## config.mk

```make
export PLATFORM = sky130hd
export DESIGN_NAME = tx_ts_tracker
export DESIGN_NICKNAME = d
export VERILOG_FILES = /design/src/rtl/tx_ts_tracker.sv
export SDC_FILE = /design/constraint.sdc
export NUM_CORES = 1
export LEC_CHECK = 0
export BUFFER_PORTS_ARGS = -buffer_cell sky130_fd_sc_hd__buf_2
export CAP_MARGIN = 0
export CORE_AREA = 5 5 355 357
export CTS_CLUSTER_SIZE = 25
export DETAILED_ROUTE_END_ITERATION = 7
export DIE_AREA = 0 0 360 362
export PLACE_DENSITY_LB_ADDON = 0.3
export SETUP_SLACK_MARGIN = 0.4
export SYNTH_ARGS = -nofsm -noshare
export SYNTH_HDL_FRONTEND = slang
export SYNTH_SLANG_ARGS = --single-unit
```

## constraint.sdc

```tcl
create_clock -name clk -period 15.7 [get_ports clk]
set_input_delay 0.785 -clock clk [delete_from_list [all_inputs] [get_ports clk]]
set_output_delay 0.785 -clock clk [all_outputs]
set_load 0.1 [all_outputs]
```

## src/rtl/tx_ts_tracker.sv

```systemverilog
module tx_ts_tracker #(
  parameter int SLOTS    = 16,
  parameter int PORT_ID  = 0,
  parameter int TAG_W    = 16,
  parameter int AGE_W    = 8,
  parameter int TICK_DIV = 1000,
  parameter int CNT_W    = 32
)(
  input  logic                        clk,
  input  logic                        rst_n,
  input  logic                        ll_mode,
  input  logic [AGE_W-1:0]            tmo_limit,
  input  logic                        req_vld,
  input  logic [TAG_W-1:0]            req_tag,
  output logic                        grant_vld,
  output logic [$clog2(4*SLOTS)-1:0]  grant_idx,
  output logic                        skip,
  input  logic                        cmpl_vld,
  input  logic [$clog2(4*SLOTS)-1:0]  cmpl_idx,
  output logic                        rpt_vld,
  output logic [$clog2(4*SLOTS)-1:0]  rpt_idx,
  output logic                        rpt_stale,
  output logic [TAG_W-1:0]            rpt_tag,
  input  logic                        stale_all,
  input  logic                        flush,
  output logic [CNT_W-1:0]            cnt_skip,
  output logic [CNT_W-1:0]            cnt_tmo,
  output logic [CNT_W-1:0]            cnt_flush
);
  localparam int IDX_W  = $clog2(4*SLOTS);
  localparam int SLOT_W = $clog2(SLOTS);
  localparam int BASE   = (PORT_ID % 4) * SLOTS;
  localparam int PRE_W  = $clog2(TICK_DIV + 1);

  logic [SLOTS-1:0]  busy, stale, alloc_oh, cmpl_oh, expire, free_mask, busy_n, stale_n;
  logic [TAG_W-1:0]  tag_q [SLOTS];
  logic [AGE_W-1:0]  age_q [SLOTS];
  logic [SLOT_W-1:0] rr_ptr, low_slot, alloc_slot, cmpl_slot;
  logic [IDX_W-1:0]  cmpl_off;
  logic [PRE_W-1:0]  pre_q;
  logic              any_free, can_alloc, do_alloc, cmpl_hit, done_ok, tick;

  always_comb begin
    low_slot = '0;
    any_free = 1'b0;
    for (int i = SLOTS-1; i >= 0; i--)
      if (!busy[i]) begin
        low_slot = SLOT_W'(i);
        any_free = 1'b1;
      end
  end

  assign alloc_slot = ll_mode ? rr_ptr : low_slot;
  assign can_alloc  = ll_mode ? !busy[rr_ptr] : any_free;
  assign do_alloc   = req_vld && !flush && can_alloc;
  assign alloc_oh   = do_alloc ? (SLOTS'(1) << alloc_slot) : '0;

  assign cmpl_off  = cmpl_idx - IDX_W'(BASE);
  assign cmpl_slot = cmpl_off[SLOT_W-1:0];
  assign cmpl_hit  = cmpl_vld && (cmpl_idx >= IDX_W'(BASE)) && (cmpl_off < IDX_W'(SLOTS));
  assign done_ok   = cmpl_hit && busy[cmpl_slot] && !flush;
  assign cmpl_oh   = done_ok ? (SLOTS'(1) << cmpl_slot) : '0;

  assign tick = (pre_q == PRE_W'(TICK_DIV - 1));

  for (genvar g = 0; g < SLOTS; g++) begin : g_slot
    assign expire[g] = tick && busy[g] && !cmpl_oh[g] && !flush &&
                       (({1'b0, age_q[g]} + 1'b1) >= {1'b0, tmo_limit});
    always_ff @(posedge clk or negedge rst_n)
      if (!rst_n) begin
        age_q[g] <= '0;
        tag_q[g] <= '0;
      end else if (alloc_oh[g]) begin
        age_q[g] <= '0;
        tag_q[g] <= req_tag;
      end else if (tick && busy[g]) begin
        age_q[g] <= age_q[g] + 1'b1;
      end
  end

  assign free_mask = flush ? busy : (cmpl_oh | expire);
  assign busy_n    = (busy & ~free_mask) | alloc_oh;
  assign stale_n   = (stale | (busy & {SLOTS{stale_all}})) & busy_n & ~alloc_oh;

  always_ff @(posedge clk or negedge rst_n)
    if (!rst_n) begin
      busy      <= '0;
      stale     <= '0;
      rr_ptr    <= '0;
      pre_q     <= '0;
      grant_vld <= 1'b0;
      grant_idx <= '0;
      skip      <= 1'b0;
      rpt_vld   <= 1'b0;
      rpt_idx   <= '0;
      rpt_stale <= 1'b0;
      rpt_tag   <= '0;
      cnt_skip  <= '0;
      cnt_tmo   <= '0;
      cnt_flush <= '0;
    end else begin
      busy      <= busy_n;
      stale     <= stale_n;
      pre_q     <= tick ? '0 : pre_q + 1'b1;
      if (flush)
        rr_ptr <= '0;
      else if (ll_mode && do_alloc)
        rr_ptr <= (rr_ptr == SLOT_W'(SLOTS-1)) ? '0 : rr_ptr + 1'b1;
      grant_vld <= do_alloc;
      grant_idx <= IDX_W'(BASE) + IDX_W'(alloc_slot);
      skip      <= req_vld && !do_alloc;
      rpt_vld   <= done_ok;
      rpt_idx   <= cmpl_idx;
      rpt_stale <= stale[cmpl_slot];
      rpt_tag   <= tag_q[cmpl_slot];
      cnt_skip  <= cnt_skip + CNT_W'(req_vld && !do_alloc);
      cnt_tmo   <= cnt_tmo + CNT_W'($countones(expire));
      cnt_flush <= cnt_flush + (flush ? CNT_W'($countones(busy)) : '0);
    end
endmodule

```

# Word level (Yosys, flattened, before mapping)
# Cells that the tools add are included.
# totals
register_bits	556
input_bits	37
out_inout_bits	128
wordCells	339
# classes
n_addsub	67
magnitude_cmp	21
n_eq_ne	2
n_shift	2
mux	83
bitwise_logic	10
n_reduce_logical	108
# op_table
cell	n
8-bit two-way mux	32
8-bit by 1-bit adder with 9-bit output (second input constant)	16
9-bit by 8-bit greater-or-equal comparator with 1-bit output	16
8-bit by 1-bit adder with 8-bit output (second input constant)	16
16-bit two-way mux	5
4-bit two-way mux	20
1-bit logical AND	72
32-bit by 5-bit adder with 32-bit output	2
16-bit bitwise AND	4
16-bit binary-select mux with 4-bit select	1
16-bit bitwise OR	3
2-bit nonzero test	17
1-bit by 1-bit adder with 2-bit output	16
32-bit by 1-bit adder with 32-bit output	1
16-bit inverter	2
1-bit by 4-bit left shift with 16-bit output (first input constant)	2
2-bit by 2-bit adder with 3-bit output	8
1-bit two-way mux	20
1-bit logical NOT	19
3-bit by 3-bit adder with 4-bit output	4
1-bit binary-select mux with 4-bit select	3
10-bit by 1-bit adder with 10-bit output (second input constant)	1
4-bit by 4-bit adder with 5-bit output	2
10-bit == test (second input constant)	1
9 further kinds	10

# Depth between registers and ports, before layout
# Gate-level depths: netlist (run 1).
# depth
depth_word	22
ltp_mapped	26
depth_no_buf	26

# Worst setup path after synthesis (run 1)
# OpenSTA, ideal clock, no wires.
# synth_timing
path_kind	input port to flip-flop
from	input cmpl_idx[1]
to	register cnt_tmo[28]
setup_ns	0.159
t_arrival_ns	6.389
required_time_ns	15.541
path_slack_ns	9.152
cell_stages	19
n_path_buf	3
cell_sequence	clkbuf_1 -> clkbuf_1 -> clkbuf_1 -> o31ai_1 -> or4_1 -> fa_1 -> fa_1 -> fa_1 -> inv_1 -> fa_1 -> inv_1 -> fa_1 -> fa_1 -> nand2b_1 -> a21boi_0 -> o21ai_0 -> a21boi_1 -> nand4_1 -> xnor2_1
# synth_between
elab_chain_cells	15
word_cells_on_any_way	90
classes_between	add/sub (16); order compare (2); shift (1); mux (3); reduce/logical (68)
# synth_lines
item	line	text
start, declared	19	input logic [$clog2(4*SLOTS)-1:0] cmpl_idx,
6-bit by 1-bit greater-or-equal comparator with 1-bit output	60	assign cmpl_hit = cmpl_vld && (cmpl_idx >= IDX_W'(BASE)) && (cmpl_off < IDX_W'(SLOTS));
1-bit logical AND (2 in a row)	60	
1-bit logical AND (2 in a row)	61	assign done_ok = cmpl_hit && busy[cmpl_slot] && !flush;
16-bit two-way mux (*)	62	assign cmpl_oh = done_ok ? (SLOTS'(1) << cmpl_slot) : '0;
1-bit logical NOT	67	assign expire[g] = tick && busy[g] && !cmpl_oh[g] && !flush &&
1-bit logical AND (3 in a row)	67	
1-bit by 1-bit adder with 2-bit output (implied by the code)	117	cnt_tmo <= cnt_tmo + CNT_W'($countones(expire));
2-bit by 2-bit adder with 3-bit output (implied by the code)	117	
3-bit by 3-bit adder with 4-bit output (implied by the code)	117	
4-bit by 4-bit adder with 5-bit output (implied by the code) (*)	117	
32-bit by 5-bit adder with 32-bit output (*)	117	
end signal, assigned	117	
end, declared	27	output logic [CNT_W-1:0] cnt_tmo,
# Every way passes the cells marked *; elsewhere a longest branch is shown, timed or not. The select of a mux whose other input is x is not followed.
# A chain may end at the register's enable or synchronous reset.

# Worst setup path in the final report (run 1)
# layout_timing
from	register age_q[104] (netlist bit)
to	register cnt_tmo[28]
# layout_between
elab_chain_cells	8
# layout_lines
item	line	text
start, declared	37	logic [AGE_W-1:0] age_q [SLOTS];
start signal, assigned by index	77	age_q[g] <= age_q[g] + 1'b1;
8-bit by 1-bit adder with 9-bit output	68	(({1'b0, age_q[g]} + 1'b1) >= {1'b0, tmo_limit});
9-bit by 8-bit greater-or-equal comparator with 1-bit output	68	
1-bit logical AND	67	
1-bit by 1-bit adder with 2-bit output (implied by the code)	117	
2-bit by 2-bit adder with 3-bit output (implied by the code)	117	
3-bit by 3-bit adder with 4-bit output (implied by the code)	117	
4-bit by 4-bit adder with 5-bit output (implied by the code)	117	
32-bit by 5-bit adder with 32-bit output	117	
# Every way passes these cells.

==> results.toml, run 1 <==
[logic_synthesis]
synth_compound_area_frac = 0.05657
syn_area_mm2 = 0.03030
synth-seq-area-share = 0.4592
ys_ff_latch = 556
synth_xor_area_frac = 0.08788
synth_fa_ha_area_frac = 0.08375
ys.flop_type = "dfrtp_1"
synth_edf_count = 0
ys_types = 77
synth.mux.area_fraction = 0.1723
synth_top_family_by_area = "multiplexers"
ys_warn_count = 0
synth_cells = 2557
post_synth.cell_area_avg_um2 = 11.85
async_flop_share = 1.000
synthSimpleGateAreaFrac = 0.1136

[clock_network]
clock-root-buffer = "clkbuf_16"
clockBufferDepth = 3
cts_sinks = 556
cts_hold_buffers = 0
clk_pin_slew_worst_paths_ns = 0.06
cts_resized = 0
cts_buffers = 71
cts_tree = "built"
h-tree-depth = 3
cts_setup_buffers = 0
clock_latency_ns = 0.65

[grt]
grt_usage = 0.1222
grt_pass1_wl_mm = 125.6
grt_max_degree = 105
overflow = 0
first_global_vias = 20500
antenna_found_initial = 5

[setup_path]
crit_path_end_kind = "flip-flop"
worst_r2r_endpoint = "cnt_tmo[28]"
setup.worst_path.start = "age_q[104]"
slowest_stage = "fa_1"
crit_buf_inv = 3
max_stage_delay_ns = 0.55
reg2reg_depth = 25
worst_setup_path_start_kind = "flip-flop"
rrSetupSlack_ns = 8.58
worst-setup-path-type = "flip-flop to flip-flop"
worst_path_most_repeated_cell = "fa_1"
worstPathArrival_ns = 7.63
cp.required_ns = 16.21
critPathCapture = "cnt_tmo[28]"
cp_max_fo = 6
crit_family = "adder cells"
r2r-start = "age_q[104]"
crit_cells = 25

[floorplanning]
initial_utilization = 0.2470
fp.dieArea_mm2 = 0.1303
core_mm2 = 0.1227
die_w_um = 360
io_pins = 165
die_h_um = 362
rows = 129

[detailed_routing]
ant_nets = 0
finalWirelength_mm = 80.33
wl_per_cell_um = 18.25
vias = 19950
vias_per_cell = 4.531
drt_iter0_drc = 1283
route.detailed.drc = 0
dr.pass1.iters = 5

[pwr]
total_leakage_power_nw = 16.43
peakVddDrop_v = 0.00007899
power.density_mw_per_mm2 = 108.1

[placement]
place.gp.congestion = 0.7798
io_buffers = 162
dpl.hpwl_mm = 51.14
dp.cells = 4274

[sta]
hold_viol = 0
rsz0062_at_grt = "no"
finClkSkew_ns = 0.04737
drv_slew = 0
setup_viol = 0
fin_hold_ws_ns = 0.2079
worstMarginPinSlew_ns = 1.166
slew_headroom = 0.2178
tns_ns = 0
layout_min_cycle_time_ns = 7.120
finalCritPeriodShare = 0.4535
fmax_ghz = 0.1404

[cells_and_area]
mostFrequentLayoutCells = "dfrtp_1 (556), nor2_1 (245), mux2_2 (207), ha_1 (166), xnor2_1 (163)"
final_common_cell = "dfrtp_1"
fin_nets = 2936
finalNonFillerCells = 4402
final_layout_size_suffix_gt1_frac = 0.2523
area_growth_pct = 17.07

[flow_run]
max-cap-violations = 0

[min_path]
hold_class = "input port to async pin"

[outcome]
status = "complete, no violations"
[where the power goes]
group | internal (mW) | switching, mW
clock network | 1.10 | 0.695
logic | 0.156 | 0.336
registers | 1.50 | 0.0514
total | 2.75 | 1.08
[worst min path at each step]
stage	end	slack [ns]	depth (start not counted)
floorplan	pre_q[4]	0.45	1
global placement	cnt_skip[31]	0.46	1
detailed placement	cnt_skip[31]	0.46	1
CTS	age_q[122]	0.22	1
global route	cnt_skip[13]	0.25	1
finish	cnt_skip[13]	0.21	1
[layer usage]
metal  global-route usage  wire [um]
met5                    0         13
met1               0.1704      38130
met3              0.02635       4234
met4              0.03295       1735
met2               0.1929      36220
[area by class of cell]
| cell class | count | area (um2) |
|---|---|---|
| inverter | 54 | 205.2 |
| fill | 12580 | 87200 |
| multi-input combinational | 1828 | 15640 |
| timing repair buffer | 199 | 1107 |
| antenna | 2 | 5.005 |
| clock inverter | 31 | 579.3 |
| clock buffer | 95 | 1977 |
| sequential | 556 | 13910 |
| tap | 1637 | 2048 |
[Yosys cell counts (5+ instances only)]
cell type | number | area, um2
a211oi_1 | 10 | 75.07
a21o_1 | 43 | 322.8
a21oi_1 | 84 | 420.4
a221oi_1 | 9 | 78.83
a31o_2 | 15 | 131.4
a31oi_1 | 7 | 43.79
and2_1 | 10 | 62.56
and3_1 | 33 | 206.5
and4_1 | 9 | 78.83
buf_1 | 10 | 37.54
buf_2 | 38 | 190.2
buf_4 | 5 | 37.54
buf_6 | 9 | 101.4
clkbuf_1 | 57 | 214.0
dfrtp_1 | 556 | 13910
fa_1 | 23 | 460.4
ha_1 | 166 | 2077
inv_1 | 51 | 191.4
mux2_1 | 7 | 78.83
mux2_2 | 207 | 2331
mux2_4 | 42 | 630.6
mux2i_1 | 13 | 130.1
mux4_2 | 91 | 2049
nand2_1 | 137 | 514.2
nand2b_1 | 29 | 181.4
nand3_1 | 158 | 790.8
nand4_1 | 27 | 168.9
nor2_1 | 246 | 923.4
nor2b_1 | 14 | 87.58
nor3_1 | 20 | 100.1
nor3_4 | 7 | 113.9
o211ai_1 | 6 | 45.04
o21ai_0 | 31 | 155.2
o21bai_1 | 9 | 67.56
o31ai_1 | 9 | 67.56
xnor2_1 | 163 | 1428
xor2_1 | 141 | 1235
[through the flow]
stage               power (mW)  area, um2  setup slack [ns]    util
finish                   3.834      35470             8.580  0.2892
global route             4.007      35470             8.050  0.2891
CTS                      3.904      35470             8.494  0.2891
detailed placement       2.074      32910             8.320  0.2683
global placement         2.068      32910             8.338  0.2683
floorplan                1.932      30300             9.152       -
[state kept, by name, summed over array words and instances, names as in the netlist]
name,count
cnt_tmo,32
pre_q,10
rpt_tag,16
grant_vld,1
rpt_idx,6
rr_ptr,4
age_q,128
tag_q,256
busy,16
rpt_stale,1
cnt_skip,32
grant_idx,4
skip,1
rpt_vld,1
cnt_flush,32
stale,16
[cell families after synthesis]
| kind of cell | count (synthesis) |
|---|---|
| other cells | 1 |
| mux | 360 |
| flops | 556 |
| buf+inv | 174 |
| compound gates | 258 |
| simple gates | 715 |
| fa+ha+maj | 189 |
| xor+xnor | 304 |
Power figures use the tool's default switching activity.
==> inputs of run 2 (changes only) <==
--- a/config.mk
+++ b/config.mk
@@ -5,12 +5,13 @@
 export SDC_FILE = /design/constraint.sdc
 export NUM_CORES = 1
 export LEC_CHECK = 0
+export ABC_AREA = 1
 export BUFFER_PORTS_ARGS = -buffer_cell sky130_fd_sc_hd__buf_2
 export CAP_MARGIN = 0
-export CORE_AREA = 5 5 355 357
+export CORE_AREA = 5 5 359 361
 export CTS_CLUSTER_SIZE = 25
 export DETAILED_ROUTE_END_ITERATION = 7
-export DIE_AREA = 0 0 360 362
+export DIE_AREA = 0 0 364 366
 export PLACE_DENSITY_LB_ADDON = 0.3
 export SETUP_SLACK_MARGIN = 0.4
 export SYNTH_ARGS = -nofsm -noshare
==> constraint.sdc (replaced) <==
create_clock -name clk -period 6.6 [get_ports clk]
set_input_delay 0.33 -clock clk [delete_from_list [all_inputs] [get_ports clk]]
set_output_delay 0.33 -clock clk [all_outputs]
set_load 0.1 [all_outputs]
==> run 2 against run 1 <==
Against the previous run: non-clock buffer count increased by 101; worst hold slack got worse by 0.11 ns; critical endpoint is now cnt_tmo[24]; global-route usage increased by 3.1 points; wire length increased by 30%; combinational power increased to 3.1 times the previous value; synthesized area increased by 2.3%; synthesized cell count increased by 47%; sequential cell count unchanged; sequential power increased by 140%; clock skew decreased by 0.020 ns; critical path depth increased by 6; highest routed layer unchanged.
==> results.toml, run 2 <==
[outcome]
status = "complete, no violations"

[pwr]
peakVddDrop_v = 0.0002004
total_leakage_power_nw = 19.34
power.density_mw_per_mm2 = 247.8
total_power_mw = 9.166

[placement]
dpl.hpwl_mm = 64.96
place.gp.congestion = 0.8938
io_buffers = 162
place_area_mm2 = 0.03392

[floorplanning]
die_h_um = 366
die_w_um = 364
rows = 130
io_pins = 165
core_mm2 = 0.1251
initial_utilization = 0.2479
fp.dieArea_mm2 = 0.1332

[logic_synthesis]
synth_cells = 3758
ys.flop_type = "dfrtp_1"
yosysTopAreaCell = "dfrtp_1"
yosysMostFrequentCell = "nand2_1"
synth_top_area_frac = 0.4488
synth-seq-area-share = 0.4488
synth_edf_count = 0
syn_area_mm2 = 0.03100
async_flop_share = 1.000
synthTopCellsByCount = "nand2_1 (1050), dfrtp_1 (556), inv_1 (306)"
synth_area_leaders = "dfrtp_1 (45%), nand2_1 (13%), ha_1 (6.7%), xor2_1 (4.6%), nand4_1 (4.2%)"
ys_warn_count = 0
ys_ff_latch = 556
ys_types = 48
post_synth.cell_area_avg_um2 = 8.250

[setup_path]
worst_setup_path_start_kind = "flip-flop"
max_stage_delay_ns = 0.57
worst-setup-path-type = "flip-flop to flip-flop"
slowest_stage = "fa_1"
crit_path_end_kind = "flip-flop"
worstPathArrival_ns = 6.78
cp_max_fo = 4
cp.required_ns = 7.11
reg2reg_depth = 31

[clock_network]
cts_buffers = 70
cts_tree = "built"
h-tree-depth = 3
clk_pin_slew_worst_paths_ns = 0.06
clock-root-buffer = "clkbuf_16"
clock_latency_ns = 0.63
clockBufferDepth = 3
cts_sinks = 556

[sta]
rsz0062_at_grt = "yes"
finClkSkew_ns = 0.02746
finalCritPeriodShare = 0.9502
setup_viol = 0
hold_viol = 0
worstMarginPinSlew_ns = 1.178
fmax_ghz = 0.1595
slew_headroom = 0.2144
fin_hold_ws_ns = 0.09989
drv_slew = 0
layout_min_cycle_time_ns = 6.272

[cells_and_area]
seq_area_mm2 = 0.01391
fill_cells = 13350
final_layout_size_suffix_gt1_frac = 0.1360
fin_nets = 4151
fin_area_mm2 = 0.03699
multi_input_area_mm2 = 0.01549
fin_util = 0.2957
area_growth_pct = 19.32
mostFrequentLayoutCells = "nand2_1 (1038), dfrtp_1 (556), inv_1 (301), o21ai_0 (227), nand4_1 (207)"
reg.largest.list = "tag_q (256), age_q (128)"
largest_register_ffs = 256
final_common_cell = "nand2_1"
top_register = "tag_q"

[grt]
antenna_found_initial = 12
grt_pass1_wl_mm = 161.3
grt_max_degree = 167
overflow = 0
first_global_vias = 26480
grt_usage = 0.1533

[detailed_routing]
vias_per_cell = 4.798
ant_nets = 0
dr.pass1.iters = 6
drt_iter0_drc = 2466
vias = 27000
route.detailed.drc = 0
finalWirelength_mm = 104.3
wl_per_cell_um = 18.53

[flow_run]
max-cap-violations = 0

[min_path]
whs_path_depth = 3
hold_class = "input port to flip-flop"
[run 2: cell count changes after synthesis, sizes merged, moves of 32 or more]
cell / delta
nand2: +916
inv: +267
mux2: -256
o21ai: +201
nand4: +183
xnor2: -133
a22oi: +105
mux4: -91
clkbuf: +76
a21oi: +57
a21o: -39
nand3: +35
and3: -32
[run 2: cell type report]
| type | instances | share of cell area |
|---|---|---|
| Clock buffer | 99 | 0.05496 |
| Timing Repair Buffer | 300 | 0.05351 |
| Clock inverter | 25 | 0.007644 |
| Tap cell | 1650 | 0.05581 |
| Sequential cell | 556 | 0.3761 |
| Multi-Input combinational cell | 2671 | 0.4188 |
| Antenna cell | 1 | 0.00006765 |
| Inverter | 326 | 0.03308 |
[run 2: logic make-up (layout without fill, tap and decap cells)]
group                      Yosys count  after routing  synth area share
other                                1              3         0.0001210
buffers and inverters              532            750           0.06849
AOI/OAI and AO/OA                  535            535           0.09969
xor gates and xnor gates           194            194           0.05481
adders and majority gates          189            189           0.08185
DFF                                556            556            0.4488
and+or+nand+nor                   1751           1751            0.2463
[run 2: worst max-delay path, delay by kind of cell, from the launching register on]
kind,cells,cell delay [ns]
buf+inv,6,0.35
flops,1,0.39
simple gates,11,1.00
compound gates,4,0.71
fa+ha+maj,8,3.37
xor+xnor,2,0.34
[run 2: repair_timing]
action / 4_1_cts / 5_1_grt
hold endpoints to repair: 56 / 0
hold buffers: 6 / 0
endpoints found under the setup margin: 14 / 18
resized for setup: 27 / 81
pin swaps: 25 / 39
setup buffers: 9 / 19
[run 2: worst paths after layout]
check / start / slack, ns / to
worst max-delay path: age_q[41] / 0.33 / cnt_tmo[24]
worst min-delay path: req_vld / 0.1 / skip
worst max register to register: age_q[41] / 0.33 / cnt_tmo[24]
worst min register to register: cnt_tmo[31] / 0.46 / cnt_tmo[31]
max in group asynchronous: rst_n / 4.94 / age_q[63]
min in group asynchronous: rst_n / 0.22 / tag_q[98]
[run 2: layer usage]
layer  global-route usage  wire [um]
met4              0.03917       2609
met1               0.2130      47570
met5                    0         20
met3              0.02344       6174
met2               0.2494      47940
[run 2: power by group]
group / switching, mW / internal [mW]
logic: 1.13 / 0.393
registers: 0.137 / 3.61
clock network: 1.62 / 2.28
total: 2.88 / 6.28
[run 2: metrics by stage]
step	worst slack, ns	setup TNS [ns]	std cells
after floorplan	0.4538	0	3759
final	0.3285	0	5628
after global routing	0.1020	0	5627
after detailed placement	-0.09281	-0.2884	5469
after global placement	-0.01191	-0.01407	5469
after CTS	0.3230	0	5608
